**config.mk**
```make
export PLATFORM = sky130hd
export DESIGN_NAME = uart_irq_hub
export DESIGN_NICKNAME = d
export VERILOG_FILES = /design/src/rtl/hub_pkg.sv /design/src/rtl/hub_decode.sv /design/src/rtl/hub_gregs.sv /design/src/rtl/hub_resp.sv /design/src/rtl/uart_irq_hub.sv
export SDC_FILE = /design/constraint.sdc
export NUM_CORES = 1
export LEC_CHECK = 0
export ABC_CLOCK_PERIOD_IN_PS = 7300
export BUFFER_PORTS_ARGS = -buffer_cell sky130_fd_sc_hd__buf_2
export CAP_MARGIN = 20
export CORE_AREA = 2 2 264 266
export CTS_CLUSTER_DIAMETER = 200
export DETAILED_ROUTE_END_ITERATION = 10
export DIE_AREA = 0 0 266 268
export GPL_TIMING_DRIVEN = 0
export SYNTH_ARGS = -nofsm -noshare
export SYNTH_HDL_FRONTEND = slang
export SYNTH_HIERARCHICAL = 1
export SYNTH_SLANG_ARGS = --single-unit
```
**constraint.sdc**
```tcl
create_clock -name clk -period 7.3 [get_ports clk]
set_clock_uncertainty 0.2 [all_clocks]
set_input_delay 1.095 -clock clk [delete_from_list [all_inputs] [get_ports clk]]
set_output_delay 1.095 -clock clk [all_outputs]
set_load 0.05 [all_outputs]
```
**src/rtl/hub_pkg.sv**
```systemverilog
package hub_pkg;

  localparam logic [31:0] HUB_ID_WORD  = 32'h0007_0002;
  localparam int          GLB_LIMIT    = 'h1000;
  localparam int          WIN_LG2      = 9;
  localparam int          OFF_W        = 9;

  localparam int OFS_ID     = 'h00;
  localparam int OFS_CNT    = 'h04;
  localparam int OFS_STS    = 'h08;
  localparam int OFS_EN_SET = 'h0C;
  localparam int OFS_EN_CLR = 'h10;
  localparam int OFS_WK_SET = 'h14;
  localparam int OFS_WK_CLR = 'h18;

  typedef enum logic [2:0] {
    GR_ID, GR_CNT, GR_STS, GR_ENS, GR_ENC, GR_WKS, GR_WKC, GR_NONE
  } greg_e;

  typedef struct packed {
    logic  glb;
    logic  fwd;
    greg_e greg;
  } hub_acc_t;

endpackage

```
**src/rtl/hub_decode.sv**
```systemverilog
module hub_decode
  import hub_pkg::*;
#(
  parameter int ADDR_W = 14,
  parameter int NPORT  = 16,
  localparam int IDX_W = ADDR_W - WIN_LG2
) (
  input  logic [ADDR_W-1:0] addr,
  output hub_acc_t          acc,
  output logic [IDX_W-1:0]  idx,
  output logic [OFF_W-1:0]  off
);

  localparam logic [ADDR_W-1:0] LIMIT_A = ADDR_W'(GLB_LIMIT);
  localparam logic [IDX_W:0]    NP_I    = (IDX_W+1)'(NPORT);

  logic [ADDR_W-1:0] rel;

  always_comb begin
    rel      = addr - LIMIT_A;
    idx      = rel[ADDR_W-1:WIN_LG2];
    off      = rel[OFF_W-1:0];
    acc.glb  = (addr < LIMIT_A);
    acc.fwd  = !acc.glb && ({1'b0, idx} < NP_I) && !off[OFF_W-1];
    acc.greg = GR_NONE;
    if (acc.glb) begin
      case (addr)
        ADDR_W'(OFS_ID):     acc.greg = GR_ID;
        ADDR_W'(OFS_CNT):    acc.greg = GR_CNT;
        ADDR_W'(OFS_STS):    acc.greg = GR_STS;
        ADDR_W'(OFS_EN_SET): acc.greg = GR_ENS;
        ADDR_W'(OFS_EN_CLR): acc.greg = GR_ENC;
        ADDR_W'(OFS_WK_SET): acc.greg = GR_WKS;
        ADDR_W'(OFS_WK_CLR): acc.greg = GR_WKC;
        default:             acc.greg = GR_NONE;
      endcase
    end
  end

endmodule

```
**src/rtl/hub_gregs.sv**
```systemverilog
module hub_gregs
  import hub_pkg::*;
#(
  parameter int NPORT = 16,
  parameter int DW    = 32
) (
  input  logic             clk,
  input  logic             rst_n,
  input  logic             wr_en,
  input  greg_e            greg,
  input  logic [DW-1:0]    wdata,
  input  logic [NPORT-1:0] port_irq,
  output logic [NPORT-1:0] sts_q,
  output logic [DW-1:0]    en_q,
  output logic [DW-1:0]    wk_q,
  output logic             irq_q
);

  logic [DW-1:0] en_d, wk_d;
  logic          irq_d;

  always_comb begin
    en_d = en_q;
    wk_d = wk_q;
    if (wr_en) begin
      case (greg)
        GR_ENS:  en_d = en_q | wdata;
        GR_ENC:  en_d = en_q & ~wdata;
        GR_WKS:  wk_d = wk_q | wdata;
        GR_WKC:  wk_d = wk_q & ~wdata;
        default: ;
      endcase
    end
    irq_d = |(port_irq & en_d[NPORT-1:0]);
  end

  always_ff @(posedge clk or negedge rst_n) begin
    if (!rst_n) begin
      sts_q <= '0;
      en_q  <= '0;
      wk_q  <= '0;
      irq_q <= 1'b0;
    end else begin
      sts_q <= port_irq;
      irq_q <= irq_d;
      if (wr_en) begin
        en_q <= en_d;
        wk_q <= wk_d;
      end
    end
  end

endmodule

```
**src/rtl/hub_resp.sv**
```systemverilog
module hub_resp
  import hub_pkg::*;
#(
  parameter int NPORT = 16,
  parameter int DW    = 32,
  parameter int IDX_W = 5
) (
  input  logic                clk,
  input  logic                rst_n,
  input  logic                rd_en,
  input  hub_acc_t            acc,
  input  logic [IDX_W-1:0]    idx,
  input  logic [NPORT*DW-1:0] port_rdata,
  input  logic [NPORT-1:0]    sts,
  input  logic [DW-1:0]       en,
  input  logic [DW-1:0]       wk,
  output logic                rvalid,
  output logic [DW-1:0]       rdata
);

  logic [DW-1:0] port_pick, glb_val, rdata_d;

  always_comb begin
    port_pick = '0;
    for (int i = 0; i < NPORT; i++) begin
      if (idx == IDX_W'(i)) port_pick = port_rdata[i*DW +: DW];
    end
  end

  always_comb begin
    case (acc.greg)
      GR_ID:   glb_val = DW'(HUB_ID_WORD);
      GR_CNT:  glb_val = DW'(NPORT);
      GR_STS:  glb_val = DW'(sts);
      GR_ENS:  glb_val = en;
      GR_ENC:  glb_val = ~en;
      GR_WKS:  glb_val = wk;
      GR_WKC:  glb_val = ~wk;
      default: glb_val = '0;
    endcase
    if (acc.glb)      rdata_d = glb_val;
    else if (acc.fwd) rdata_d = port_pick;
    else              rdata_d = '0;
  end

  always_ff @(posedge clk or negedge rst_n) begin
    if (!rst_n) begin
      rvalid <= 1'b0;
      rdata  <= '0;
    end else begin
      rvalid <= rd_en;
      if (rd_en) rdata <= rdata_d;
    end
  end

endmodule

```
**src/rtl/uart_irq_hub.sv**
```systemverilog
module uart_irq_hub
  import hub_pkg::*;
#(
  parameter int NPORT  = 16,
  parameter int DW     = 32,
  parameter int ADDR_W = 14,
  localparam int IDX_W = ADDR_W - WIN_LG2
) (
  input  logic                clk,
  input  logic                rst_n,
  input  logic                bus_sel,
  input  logic                bus_we,
  input  logic [ADDR_W-1:0]   bus_addr,
  input  logic [DW-1:0]       bus_wdata,
  output logic                bus_rvalid,
  output logic [DW-1:0]       bus_rdata,
  output logic                irq_o,
  output logic                port_rst,
  output logic [NPORT-1:0]    port_sel,
  output logic [OFF_W-1:0]    port_off,
  output logic [DW-1:0]       port_wdata,
  output logic                port_wr,
  output logic                port_rd,
  input  logic [NPORT*DW-1:0] port_rdata,
  input  logic [NPORT-1:0]    port_irq
);

  logic [1:0]       rst_sync;
  logic             rst_s;
  hub_acc_t         acc;
  logic [IDX_W-1:0] idx;
  logic [OFF_W-1:0] off;
  logic [NPORT-1:0] sts_q;
  logic [DW-1:0]    en_q, wk_q;
  logic             fwd_go, glb_wr, rd_go;

  // reset: asserted asynchronously, released after two clock edges
  always_ff @(posedge clk or negedge rst_n) begin
    if (!rst_n) rst_sync <= 2'b00;
    else        rst_sync <= {rst_sync[0], 1'b1};
  end
  assign rst_s = rst_sync[1];

  always_ff @(posedge clk or negedge rst_s) begin
    if (!rst_s) port_rst <= 1'b1;
    else        port_rst <= 1'b0;
  end

  hub_decode #(.ADDR_W(ADDR_W), .NPORT(NPORT)) u_dec (
    .addr (bus_addr),
    .acc  (acc),
    .idx  (idx),
    .off  (off)
  );

  assign fwd_go = bus_sel && acc.fwd;
  assign glb_wr = bus_sel && bus_we && acc.glb;
  assign rd_go  = bus_sel && !bus_we;

  generate
    for (genvar g = 0; g < NPORT; g++) begin : g_sel
      assign port_sel[g] = fwd_go && (idx == IDX_W'(g));
    end
  endgenerate

  assign port_off   = off;
  assign port_wdata = bus_wdata;
  assign port_wr    = fwd_go && bus_we;
  assign port_rd    = fwd_go && !bus_we;

  hub_gregs #(.NPORT(NPORT), .DW(DW)) u_regs (
    .clk      (clk),
    .rst_n    (rst_s),
    .wr_en    (glb_wr),
    .greg     (acc.greg),
    .wdata    (bus_wdata),
    .port_irq (port_irq),
    .sts_q    (sts_q),
    .en_q     (en_q),
    .wk_q     (wk_q),
    .irq_q    (irq_o)
  );

  hub_resp #(.NPORT(NPORT), .DW(DW), .IDX_W(IDX_W)) u_resp (
    .clk        (clk),
    .rst_n      (rst_s),
    .rd_en      (rd_go),
    .acc        (acc),
    .idx        (idx),
    .port_rdata (port_rdata),
    .sts        (sts_q),
    .en         (en_q),
    .wk         (wk_q),
    .rvalid     (bus_rvalid),
    .rdata      (bus_rdata)
  );

endmodule

```
==> out/metrics.cfg <==
[cells_and_area]
fillCellCount=7706
area_growth_pct=45.16
drive_gt1_frac=0.3897
nets=2825

[synth]
synth_enable_flop_cells=0
syn-num-nets=2127
syn_inst=1547
synthDistinctLibCells=93
yosysWarnings=6
synthesis.area_um2=11830
ys_ff_latch=117
synth.avg_cell_area_um2=7.648
synth_flop_cell=dfrtp_1
synthArstFlopShare=1.000
synth_seq_area_share=0.2476

[critical_path]
cp_max_fo=11
endpoint_kind=register
r2r_start=u_regs/en_q[12]$_DFFE_PN0P_
start_kind=input port
worstPathArrival_ns=5.07
crit_type=input port to register
worstReg2RegEnd=u_regs/irq_q$_DFF_PN0_
ff2ff_path_depth=5
cp.required_ns=7.38
ff2ff_setup_slack_ns=5.19

[floorplan]
start_util=0.1734
pin_count=672
core.rowCount=96
die_w_um=266
die_h_um=268
die-area_um2=71290
core_area_um2=68230

[routing]
drt_first_pass_iters=9
avgViaCountPerCell=5.524
wl_per_cell_um=36.80
drc=0
drt_iter0_markers=2056
via_count=17583
finalWirelength_mm=117.1
drtAntennaViolNets=0

[clocking]
cts.sink_count=117
cts_hold_buf=0
cts_buffers=17
cts_resized=0
tritoncts=built
clockBufferDepth=2
root_buffer=clkbuf_16
cts.reportedPaths.clkPinSlew_ns=0.06
postCtsSetupBuffers=0
cts_htree_levels=4
insertion_delay_ns=0.44

[grt]
gr-usage-all-layers=0.3139
grt_max_degree=44
grt_pass1_wl_mm=150.2
overflow=0
antenna_found_initial=88
grt_pass1_vias=16825

[placed_design]
gp_congestion=1.051
port_buffers=671
dp_slack_ns=2.028
dpl.hpwl_mm=97.04

[timing]
rsz0062_at_grt=no
worst_pin_slew_ns=1.270
slew_viol_final=0
finalHoldViolCount=0
layout_min_cycle_time_ns=4.991
setup_tns_ns=0
fin_ws_ns=2.309
fmax_mhz=200.4
final.period_utilization=0.6837
max_slew_margin=0.1511
setup_viol=0

[pwr]
pwr-share-comb=0.357
intPower_w=0.001510
powerDensity_nw_per_um2=144.4
p_switching_w=0.0009698
ir_drop_uv=123.9
pwr-share-seq=0.277
p_leak_nw=7.881
clkPwrFrac=0.366
switching_share=0.3911

[flow_run]
drv_cap=0

[min_path]
hold_class=register to asynchronous set/reset pin

[outcome]
status=finished clean

[cell usage in the layout, fill, tap and decap left out, types with 17 or more instances in the layout]
cell type | synthesis | final
buf_2 | 59 | 731
a21oi_1 | 190 | 190
nand2_1 | 124 | 124
o21ai_0 | 124 | 124
nor2_1 | 119 | 118
dfrtp_1 | 116 | 115
clkbuf_1 | 65 | 65
buf_4 | 61 | 62
mux2i_1 | 50 | 50
a22oi_1 | 48 | 48
o22ai_1 | 48 | 48
a31oi_1 | 46 | 46
a221oi_1 | 45 | 45
diode_2 | 0 | 43
nand2b_1 | 31 | 31
a22o_1 | 31 | 31
nor3_1 | 27 | 26
o211ai_1 | 23 | 23
a211oi_1 | 19 | 19
nand3_1 | 18 | 18
nor2b_1 | 18 | 18
clkbuf_16 | 0 | 17
[critical path, stage by stage]
cell and delay [ns]:
buf_2 0.09, inv_1 0.36, ha_1 0.32, inv_1 0.31, or3b_1 0.17, buf_2 0.37
clkbuf_1 0.77, o21ai_0 0.32, a2111oi_1 1.06, o21ai_1 0.17
[routing by layer]
layer	global-route usage	wire [um]	vias up
met5	0	402	-
met4	0.1827	7603	62
met3	0.1177	12730	367
met2	0.5135	53380	1272
met1	0.3499	43010	8522
li1	-	-	7360
[layout make-up]
class                   instances  area [um2]  area share
multi-input cells            1214        7751      0.4513
repair buffers                679        3491      0.2033
flip-flops and latches        117        2933      0.1708
well taps                     882        1104     0.06426
plain buffers                 197        1095     0.06375
clock buffers                  19       452.9     0.02637
clock inverters                13       168.9    0.009835
diodes                         43       107.6    0.006265
inverters                      19       71.32    0.004153
[worst max path at each step]
stage            startpoint                           end  slack (ns)  cells after the start
2_1_floorplan  bus_addr[12]                   port_sel[0]        2.47                      7
3_3_place_gp   bus_addr[12]   u_resp/rdata[6]$_DFFE_PN0P_        1.34                     10
3_5_place_dp   bus_addr[12]   u_resp/rdata[5]$_DFFE_PN0P_        2.03                     10
4_1_cts        bus_addr[12]   u_resp/rdata[5]$_DFFE_PN0P_        2.50                     10
5_1_grt        bus_addr[12]   u_resp/rdata[5]$_DFFE_PN0P_        2.38                     10
6_report       bus_addr[12]  u_resp/rdata[14]$_DFFE_PN0P_        2.31                     10
[kinds of logic after synthesis]
group | share of synthesized area
AO/OA/AOI/OAI | 0.3931
XOR/XNOR | 0.0007404
adder cells (fa/ha/maj) | 0.002115
buffers and inverters | 0.09856
flip-flops | 0.2476
multiplexers | 0.07276
other | 0.0006348
AND/OR/NAND/NOR | 0.1845
[stage by stage]
stage	utilization	cells	hold slack, ns	cell area, um2	total power, W
6_report	0.2517	3183	0.1417	17170	0.002480
5_1_grt	0.2509	3161	0.1501	17120	0.002542
4_1_cts	0.2501	3140	0.1509	17070	0.002478
3_5_place_dp	0.2410	3108	0.1355	16440	0.001559
3_3_place_gp	0.2388	3100	0.1320	16290	0.001551
2_1_floorplan	-	1547	0.1312	11830	0.001070
[cells in the mapped netlist, types with 45 or more instances]
cell | n | area (um2)
mux2i_1 | 50 | 500.5
a21oi_1 | 190 | 950.9
clkbuf_1 | 65 | 244.0
a221oi_1 | 45 | 394.1
nand2_1 | 124 | 465.5
dfrtp_1 | 116 | 2903
buf_2 | 59 | 295.3
nor2_1 | 119 | 446.7
o22ai_1 | 48 | 300.3
o21ai_0 | 124 | 620.6
buf_4 | 61 | 457.9
a22oi_1 | 48 | 360.4
a31oi_1 | 46 | 287.8
[power by group through the flow]
stage               clock network, W  registers (W)  logic (W)
finish                      0.000908       0.000686   0.000886
global route                0.000947       0.000688   0.000907
CTS                         0.000926       0.000686   0.000866
detailed placement                 0       0.000697   0.000862
global placement                   0       0.000705   0.000845
floorplan                          0       0.000753   0.000318
(Power assumes the default switching activity.)
